## src/rtl/gpio_dbnc_pkg.sv

```systemverilog
// Package: shared constants for the debounce filter.
// Assumes: the control word layout is fixed for the whole pin block.
package gpio_dbnc_pkg;
    localparam int unsigned CTRL_W_DEF   = 32; // control word width
    localparam int unsigned EN_POS_DEF   = 8;  // filter enable bit position
    localparam int unsigned RATE_LSB_DEF = 5;  // exponent field low bit
    localparam int unsigned RATE_W_DEF   = 3;  // exponent field width
endpackage

```

## src/rtl/gpio_dbnc_decode.sv

```systemverilog
// Module: gpio_dbnc_decode
// Pulls the enable bit and the exponent out of the control word and turns
// the exponent into a terminal count, 2^n - 1 ticks.
// Assumes: CNT_W >= 2**RATE_W, so the terminal count always fits.
module gpio_dbnc_decode #(
    parameter int unsigned CTRL_W   = 32,
    parameter int unsigned EN_POS   = 8,
    parameter int unsigned RATE_LSB = 5,
    parameter int unsigned RATE_W   = 3,
    parameter int unsigned CNT_W    = 8
) (
    input  logic              clk,
    input  logic              rst_n,
    input  logic [CTRL_W-1:0] ctrl_word,
    output logic              filt_en,
    output logic [CNT_W-1:0]  last_cnt
);
    logic [RATE_W-1:0] rate;

    // Field extraction and terminal count computation
    always_comb begin
        filt_en  = ctrl_word[EN_POS];
        rate     = ctrl_word[RATE_LSB +: RATE_W];
        last_cnt = (CNT_W'(1) << rate) - CNT_W'(1);
    end

    // the terminal count is always one less than a power of two
    assert_pow2_period_R3: assert property (@(posedge clk) disable iff (!rst_n)
        ((last_cnt & (last_cnt + CNT_W'(1))) == '0));
endmodule

```

## src/rtl/gpio_dbnc_counter.sv

```systemverilog
// Module: gpio_dbnc_counter
// Counts tick pulses while the raw level differs from the filtered level.
// Raises done on the tick that completes the period.
// Assumes: tick is a one-cycle pulse. A lowered period takes effect at once,
// because the comparison uses >=.
module gpio_dbnc_counter #(
    parameter int unsigned CNT_W = 8
) (
    input  logic             clk,
    input  logic             rst_n,
    input  logic             tick,
    input  logic             mismatch,
    input  logic [CNT_W-1:0] last_cnt,
    output logic             done
);
    logic [CNT_W-1:0] cnt_q;
    logic             at_end;

    // Terminal detect and completion strobe
    always_comb begin
        at_end = (cnt_q >= last_cnt);
        done   = mismatch && tick && at_end;
    end

    // Tick counter: cleared on agreement, advanced only on a tick
    always_ff @(posedge clk) begin
        if (!rst_n) begin
            cnt_q <= '0;
        end else if (!mismatch) begin
            cnt_q <= '0;
        end else if (tick) begin
            cnt_q <= at_end ? '0 : cnt_q + CNT_W'(1);
        end
    end

    // a cycle without mismatch leaves the count at zero
    assert_restart_on_agree_R4: assert property (@(posedge clk) disable iff (!rst_n)
        !mismatch |=> (cnt_q == '0));

    // without a tick the count never moves except to clear
    assert_no_advance_idle_R5: assert property (@(posedge clk) disable iff (!rst_n)
        !tick |=> ($stable(cnt_q) || cnt_q == '0));
endmodule

```

## src/rtl/gpio_dbnc_filter.sv

```systemverilog
// Module: gpio_dbnc_filter (top)
// Debounce filter for one input pin. The period is 2^n ticks of an external
// 1 ms pulse. When disabled, the raw level passes straight through.
// Assumes: raw_in is already synchronized to clk; tick_ms is one cycle wide.
module gpio_dbnc_filter
    import gpio_dbnc_pkg::*;
#(
    parameter int unsigned CTRL_W   = CTRL_W_DEF,
    parameter int unsigned EN_POS   = EN_POS_DEF,
    parameter int unsigned RATE_LSB = RATE_LSB_DEF,
    parameter int unsigned RATE_W   = RATE_W_DEF
) (
    input  logic              clk,
    input  logic              rst_n,
    input  logic              tick_ms,
    input  logic [CTRL_W-1:0] ctrl_word,
    input  logic              raw_in,
    output logic              level_out
);
    localparam int unsigned CNT_W = 2 ** RATE_W;

    logic             filt_en;
    logic [CNT_W-1:0] last_cnt;
    logic             mismatch;
    logic             done;
    logic             filt_q;
    logic [CTRL_W-1:0] unused_ctrl_bits;

    assign unused_ctrl_bits = ctrl_word;

    gpio_dbnc_decode #(
        .CTRL_W(CTRL_W), .EN_POS(EN_POS), .RATE_LSB(RATE_LSB),
        .RATE_W(RATE_W), .CNT_W(CNT_W)
    ) decode_i (
        .clk(clk), .rst_n(rst_n), .ctrl_word(ctrl_word),
        .filt_en(filt_en), .last_cnt(last_cnt)
    );

    gpio_dbnc_counter #(.CNT_W(CNT_W)) counter_i (
        .clk(clk), .rst_n(rst_n), .tick(tick_ms), .mismatch(mismatch),
        .last_cnt(last_cnt), .done(done)
    );

    // Mismatch detect and output select
    always_comb begin
        mismatch  = filt_en && (raw_in != filt_q);
        level_out = filt_en ? filt_q : raw_in;
    end

    // Filtered level: load on reset, track while disabled, commit on done
    always_ff @(posedge clk) begin
        if (!rst_n) begin
            filt_q <= raw_in;
        end else if (!filt_en || done) begin
            filt_q <= raw_in;
        end
    end

    // with the filter on, the level holds unless the period completed
    assert_hold_until_done_R3: assert property (@(posedge clk) disable iff (!rst_n)
        (filt_en && !done) |=> $stable(filt_q));

    // completion loads the raw level seen at that edge
    assert_commit_raw_R3: assert property (@(posedge clk) disable iff (!rst_n)
        done |=> (filt_q == $past(raw_in)));

    // while disabled, the stored level follows the pin
    assert_track_disabled_R8: assert property (@(posedge clk) disable iff (!rst_n)
        !filt_en |=> (filt_q == $past(raw_in)));
endmodule

```

## config.mk

```make
export PLATFORM = sky130hd
export DESIGN_NAME = gpio_dbnc_filter
export DESIGN_NICKNAME = d
export VERILOG_FILES = /design/src/rtl/gpio_dbnc_pkg.sv /design/src/rtl/gpio_dbnc_decode.sv /design/src/rtl/gpio_dbnc_counter.sv /design/src/rtl/gpio_dbnc_filter.sv
export SDC_FILE = /design/constraint.sdc
export NUM_CORES = 1
export LEC_CHECK = 0
export BUFFER_PORTS_ARGS = -buffer_cell sky130_fd_sc_hd__buf_4
export CORE_MARGIN = 5
export CORE_UTILIZATION = 43
export CTS_CLUSTER_DIAMETER = 40
export DETAILED_ROUTE_END_ITERATION = 7
export PLACE_DENSITY = 0.76
export SYNTH_ARGS = -nofsm -noshare
export SYNTH_HDL_FRONTEND = slang
export SYNTH_SLANG_ARGS = --single-unit
export TNS_END_PERCENT = 20
```

## constraint.sdc

```tcl
create_clock -name clk -period 2.8 [get_ports clk]
set_input_delay 0.14 -clock clk [delete_from_list [all_inputs] [get_ports clk]]
set_output_delay 0.14 -clock clk [all_outputs]
set_load 0.01 [all_outputs]
```

# Word-level counts from Yosys, hierarchy flattened

Cells that the tools add are included.

Add/sub/neg operators: 2
$lt $le $gt $ge: 1
Eq/ne operators: 2
Shift operators: 1
Mux-type cells: 4
Reductions and logical operators: 6

Operators by type and width:

| cell                                                               | count |
|---|---|
| 8-bit by 1-bit adder with 8-bit output, second input constant      | 1 |
| 8-bit greater-or-equal comparator                                  | 1 |
| 8-bit 2-to-1 mux                                                   | 1 |
| 1-bit by 3-bit << shifter with 8-bit output, first input constant  | 1 |
| 8-bit by 2-bit subtractor with 8-bit output, second input constant | 1 |
| 1-bit logical AND                                                  | 3 |
| 1-bit 2-to-1 mux                                                   | 3 |
| 2-bit by 1-bit != test with 1-bit output, second input constant    | 1 |
| 2-bit AND reduction                                                | 1 |
| 1-bit zero test                                                    | 1 |
| 1-bit logical OR                                                   | 1 |
| 1-bit != test                                                      | 1 |

Flip-flop bits (word level): 9
Bits of input ports: 36
Output and inout bits: 1
Logic and storage cells: 18

# Longest topological paths before layout

Depth after elaboration: 7
Gate-level depth with buffers: 7
Mapped depth without buffers: 6

# Modules after synthesis

From an unflattened synthesis, not the netlist that was laid out.

Cells, all modules: 78
Area total of the unflattened synthesis: 723.2 um2

By module, submodules not included:

| module            | times used | cells each | area an instance (um2) |
|---|---|---|---|
| gpio_dbnc_counter | 1          | 63         | 590.6 |
| gpio_dbnc_filter  | 1          | 5          | 67.6 |
| gpio_dbnc_decode  | 1          | 10         | 65.1 |

# Worst setup path after synthesis

OpenSTA, ideal clock, no wires.

Path kind: input port to flip-flop
From: input port ctrl_word[5]
To: register filt_q (enable)
Library setup time: 0.294 ns
Data arrival time: 1.418 ns
Slack: 1.088 ns
Cell stages on the path: 6
Buffers on the path: 0
Cell sequence: or3_1 ha_1 and3_1 o21ai_1 a311o_1 nand3_1

Word-level cells in the longest chain between the ends: 6

Ends and longest elaborated chain:

| item                                               | line                    | RTL |
|---|---|---|
| from (decl)                                        | gpio_dbnc_filter.sv:16  | `input logic [CTRL_W-1:0] ctrl_word,` |
| 1-bit by 3-bit << shifter with 8-bit output        | gpio_dbnc_decode.sv:24  | `last_cnt = (CNT_W'(1) << rate) - CNT_W'(1);` |
| 8-bit by 2-bit subtractor with 8-bit output        | gpio_dbnc_decode.sv:24  |  |
| 8-bit greater-or-equal comparator                  | gpio_dbnc_counter.sv:21 | `at_end = (cnt_q >= last_cnt);` |
| 1-bit logical AND                                  | gpio_dbnc_counter.sv:22 | `done = mismatch && tick && at_end;` |
| 1-bit logical OR                                   | gpio_dbnc_filter.sv:54  | `end else if (!filt_en \|\| done) begin` |
| 2-bit by 1-bit != test with 1-bit output (no line) | -                       |  |
| to (signal assigned)                               | gpio_dbnc_filter.sv:53  | `filt_q <= raw_in;` |
| to (signal assigned)                               | gpio_dbnc_filter.sv:55  | `filt_q <= raw_in;` |
| to (decl)                                          | gpio_dbnc_filter.sv:26  | `logic filt_q;` |

Every way passes these cells.
A chain may end at the register's enable or synchronous reset.

# Final worst setup path

From: register counter_i.cnt_q[0]
To: register counter_i.cnt_q[7]

Word-level cells in the longest chain between the ends: 2

Ends and longest elaborated chain:

| item                                                                                               | line                                             | RTL |
|---|---|---|
| from (decl)                                                                                        | gpio_dbnc_counter.sv:16                          | `logic [CNT_W-1:0] cnt_q;` |
| from (signal assigned)                                                                             | gpio_dbnc_counter.sv:32                          | `cnt_q <= at_end ? '0 : cnt_q + CNT_W'(1);` |
| 8-bit by 1-bit adder with 8-bit output / 8-bit greater-or-equal comparator (equally long branches) | gpio_dbnc_counter.sv:32, gpio_dbnc_counter.sv:21 |  |
| 8-bit 2-to-1 mux (*)                                                                               | gpio_dbnc_counter.sv:32                          |  |

Every way passes the cells marked *; elsewhere a longest branch is shown, timed or not.

==> results.md <==
* Max Slew Vio Count at 0
* Worst reg2reg setup slack at between 1000 and 1500 ps
* Aggregate global-route resource usage at between 10% and 20%
* Sequential share of the synthesized area at 28.0%
* Post-synth ARST share at 0%
* Htree depth at 1
* GPL Wtd Cong at between 0.7 and 0.8
* Max_cap viols at 0
* Clock tree sinks at 9
* Clock transition at path regs at 60 ps
* Final setup violation count at 0
* Total grt overflow at 0
* Cell variety after synth at 29
* Tmin final at 1720 ps
* Fmax at about 580 MHz
* CP max stage delay at around 500 ps
* Die area at about 2500 um^2
* Final Cycle Share at 61.6%
* ANT nets after route at 0
* Pint at 0.000205 W
* CTS tree: built
* Top_reg_cell synth: dfxtp_1
* DPL Wire Length at between 900 and 1000 um
* Total core area at ~1500 um^2
* Critical path endpoint: counter_i.cnt_q[7]
* Worst path cell trace: inv_1 > ha_1 > and3_1 > o21ai_1 > a311oi_4 > nor3_1
* Slowest-stage cell, CP: a311oi_4
* Clock Path Buffers at 2
* Setup TNS at 0 ps
* Final Routed Wirelength at 1230 um
* Post-synthesis cell area at a little under 700 um^2
* Final nets at 132
* Mapped Avg Cell Area at 8.94 um^2
* Drt pass-1 iters at 4
* Req. time, crit path at 2930 ps
* HP Class: primary input to flip-flop
* DRT iter0 DRCs at 6
* Post-CTS setup buffer count at 0
* Number of synthesis warnings at 0
* CP Capture Type: flip-flop
* Die Y at 49.8 um
* CP max FO at 8
* Critical path launch point type: flip-flop
* Reg power frac at 48.9%
* Top area cells in the synthesized netlist: dfxtp_1, ha_1, nor3_1, xnor2_1, xor2_1
* Clk root buf: clkbuf_4
* Clock Skews at 2.84 ps
* Num CTS Buffers at 3
* Most frequent cells in the layout: nor3_1, ha_1, dfxtp_1, buf_4, nand2_1
* Post-synth EDFFs at 1
* Post-synth top area cell: dfxtp_1
* Switching pwr at 0.0000680 W
* Die width at 49.8 um
* Comb pwr share at 14.1%
* Sw Ratio at 24.9%
* Vias in the first global route at 515
* Largest net degree at the start of global routing at 9
* RSZ-0062 raised after global routing: no
* #FFs+latches synth at 9
* I/O pin total at 37
* Rows at 14
* PD cells at about 360 nW/um^2
* Final hold violation count at 0
* Port Buffer Count at 8
* Clk_lat worst skew at 260 ps
* Post-cts resize count at 0
* Max rail drop VDD at 157 uV
* Routed len/inst at between 10 and 15 um
* Hold Buf Count CTS at 0
* Synthesized instance count at 76
* Initial Util at 45.1%
* Via count at 564
* Drt drc at 0
* Core Util, Final at 50.7%
* CP arrival at 1850 ps
* Layout cells sized above 1 at between 10% and 20%
* Worst Setup SP: counter_i.cnt_q[0]
* First-pass GRT wire length at between 2000 and 2500 um
* Status: completed
* Final-layout fill cell count at 145
* Share of the synthesized area in the top cell type at 23.6%
* Vias per std cell at between 5 and 6
* Antenna cells at 0
* Post-Syn Nets at about 120
* Synthesis-to-layout area growth at 12.3%
* Setup CP Type: flip-flop to flip-flop
* Clock share of power at 37.0%
* R2R cell count at 6
* Leak Pwr at 0.299 nW
* RR Endpoint: counter_i.cnt_q[7]
* Initial antenna violation count at 0
* Worst reg2reg startpoint: counter_i.cnt_q[0]
## flip-flops by register name, summed over array words and instances (netlist names)
| signal | count |
|---|---|
| filt_q | 1 |
| counter_i.cnt_q | 8 |
## worst min-delay path by stage
stage	startpoint	to	slack, ps	depth (start not counted)
global placement	raw_in	filt_q	340	1
CTS	raw_in	filt_q	70	1
finish	raw_in	filt_q	80	1
detailed placement	raw_in	filt_q	340	1
floorplan	raw_in	filt_q	240	0
global route	raw_in	filt_q	60	1
## power groups by stage
stage,Combinational (W),Sequential (W),Clock [W]
final,0.0000385,0.000134,0.000101
after global routing,0.0000433,0.000134,0.000118
after CTS,0.0000389,0.000134,0.000106
after detailed placement,0.0000386,0.000137,0
after global placement,0.0000369,0.000136,0
after floorplan,0.0000253,0.000136,0
## cell usage after synthesis, types with 2 or more instances
library cell / number
dfxtp_1: 8
nor2_1: 3
nand3_1: 4
xor2_1: 4
a21oi_1: 3
nand4_1: 2
nor3_1: 9
buf_6: 2
inv_1: 4
ha_1: 9
xnor2_1: 4
nand2_1: 7
## logic make-up after synthesis
group | after synthesis | share of synthesized area, %
AO/OA/AOI/OAI | 9 | 12.0
XOR/XNOR | 8 | 10.3
adder cells (fa/ha/maj) | 9 | 16.6
buffers and inverters | 6 | 5.52
flip-flops | 9 | 28.0
multiplexers | 2 | 3.13
other | 1 | 0.552
AND/OR/NAND/NOR | 32 | 23.9
## through the flow
stage                     hold WS, ps  setup WS (ps)  total power [W]  cell area, um^2  instances
after floorplan                   239           1090         0.000161              679         76
after global placement            344            882         0.000173              737         98
after detailed placement          343            882         0.000175              737         98
after CTS                        70.6           1040         0.000278              763        102
after global routing             64.7            906         0.000295              763        102
final                            79.7           1080         0.000273              763        102
## final cells by class
class / count / area (um^2) / share of cell area [%]
clock buffers: 4 / 26.3 / 3.44
inverters: 4 / 15.0 / 1.97
multi-input cells: 61 / 452 / 59.2
flip-flops and latches: 9 / 190 / 24.9
well taps: 16 / 20.0 / 2.62
repair buffers: 8 / 60.1 / 7.87
## worst max-delay path, delay by kind of cell (launching register included)
kind / cells / cell delay, ps
DFF: 1 / 410
buffers and inverters: 1 / 70
and+or+nand+nor: 2 / 250
AOI/OAI and AO/OA: 2 / 600
adders and majority gates: 1 / 260
## per-layer routing
metal  wire [um]  GRT usage, %
met4          19          9.17
met1         584          14.3
met3          19          1.81
met2         607          17.2
met5           0             0
Note: power is estimated with default switching activity, not from simulation.
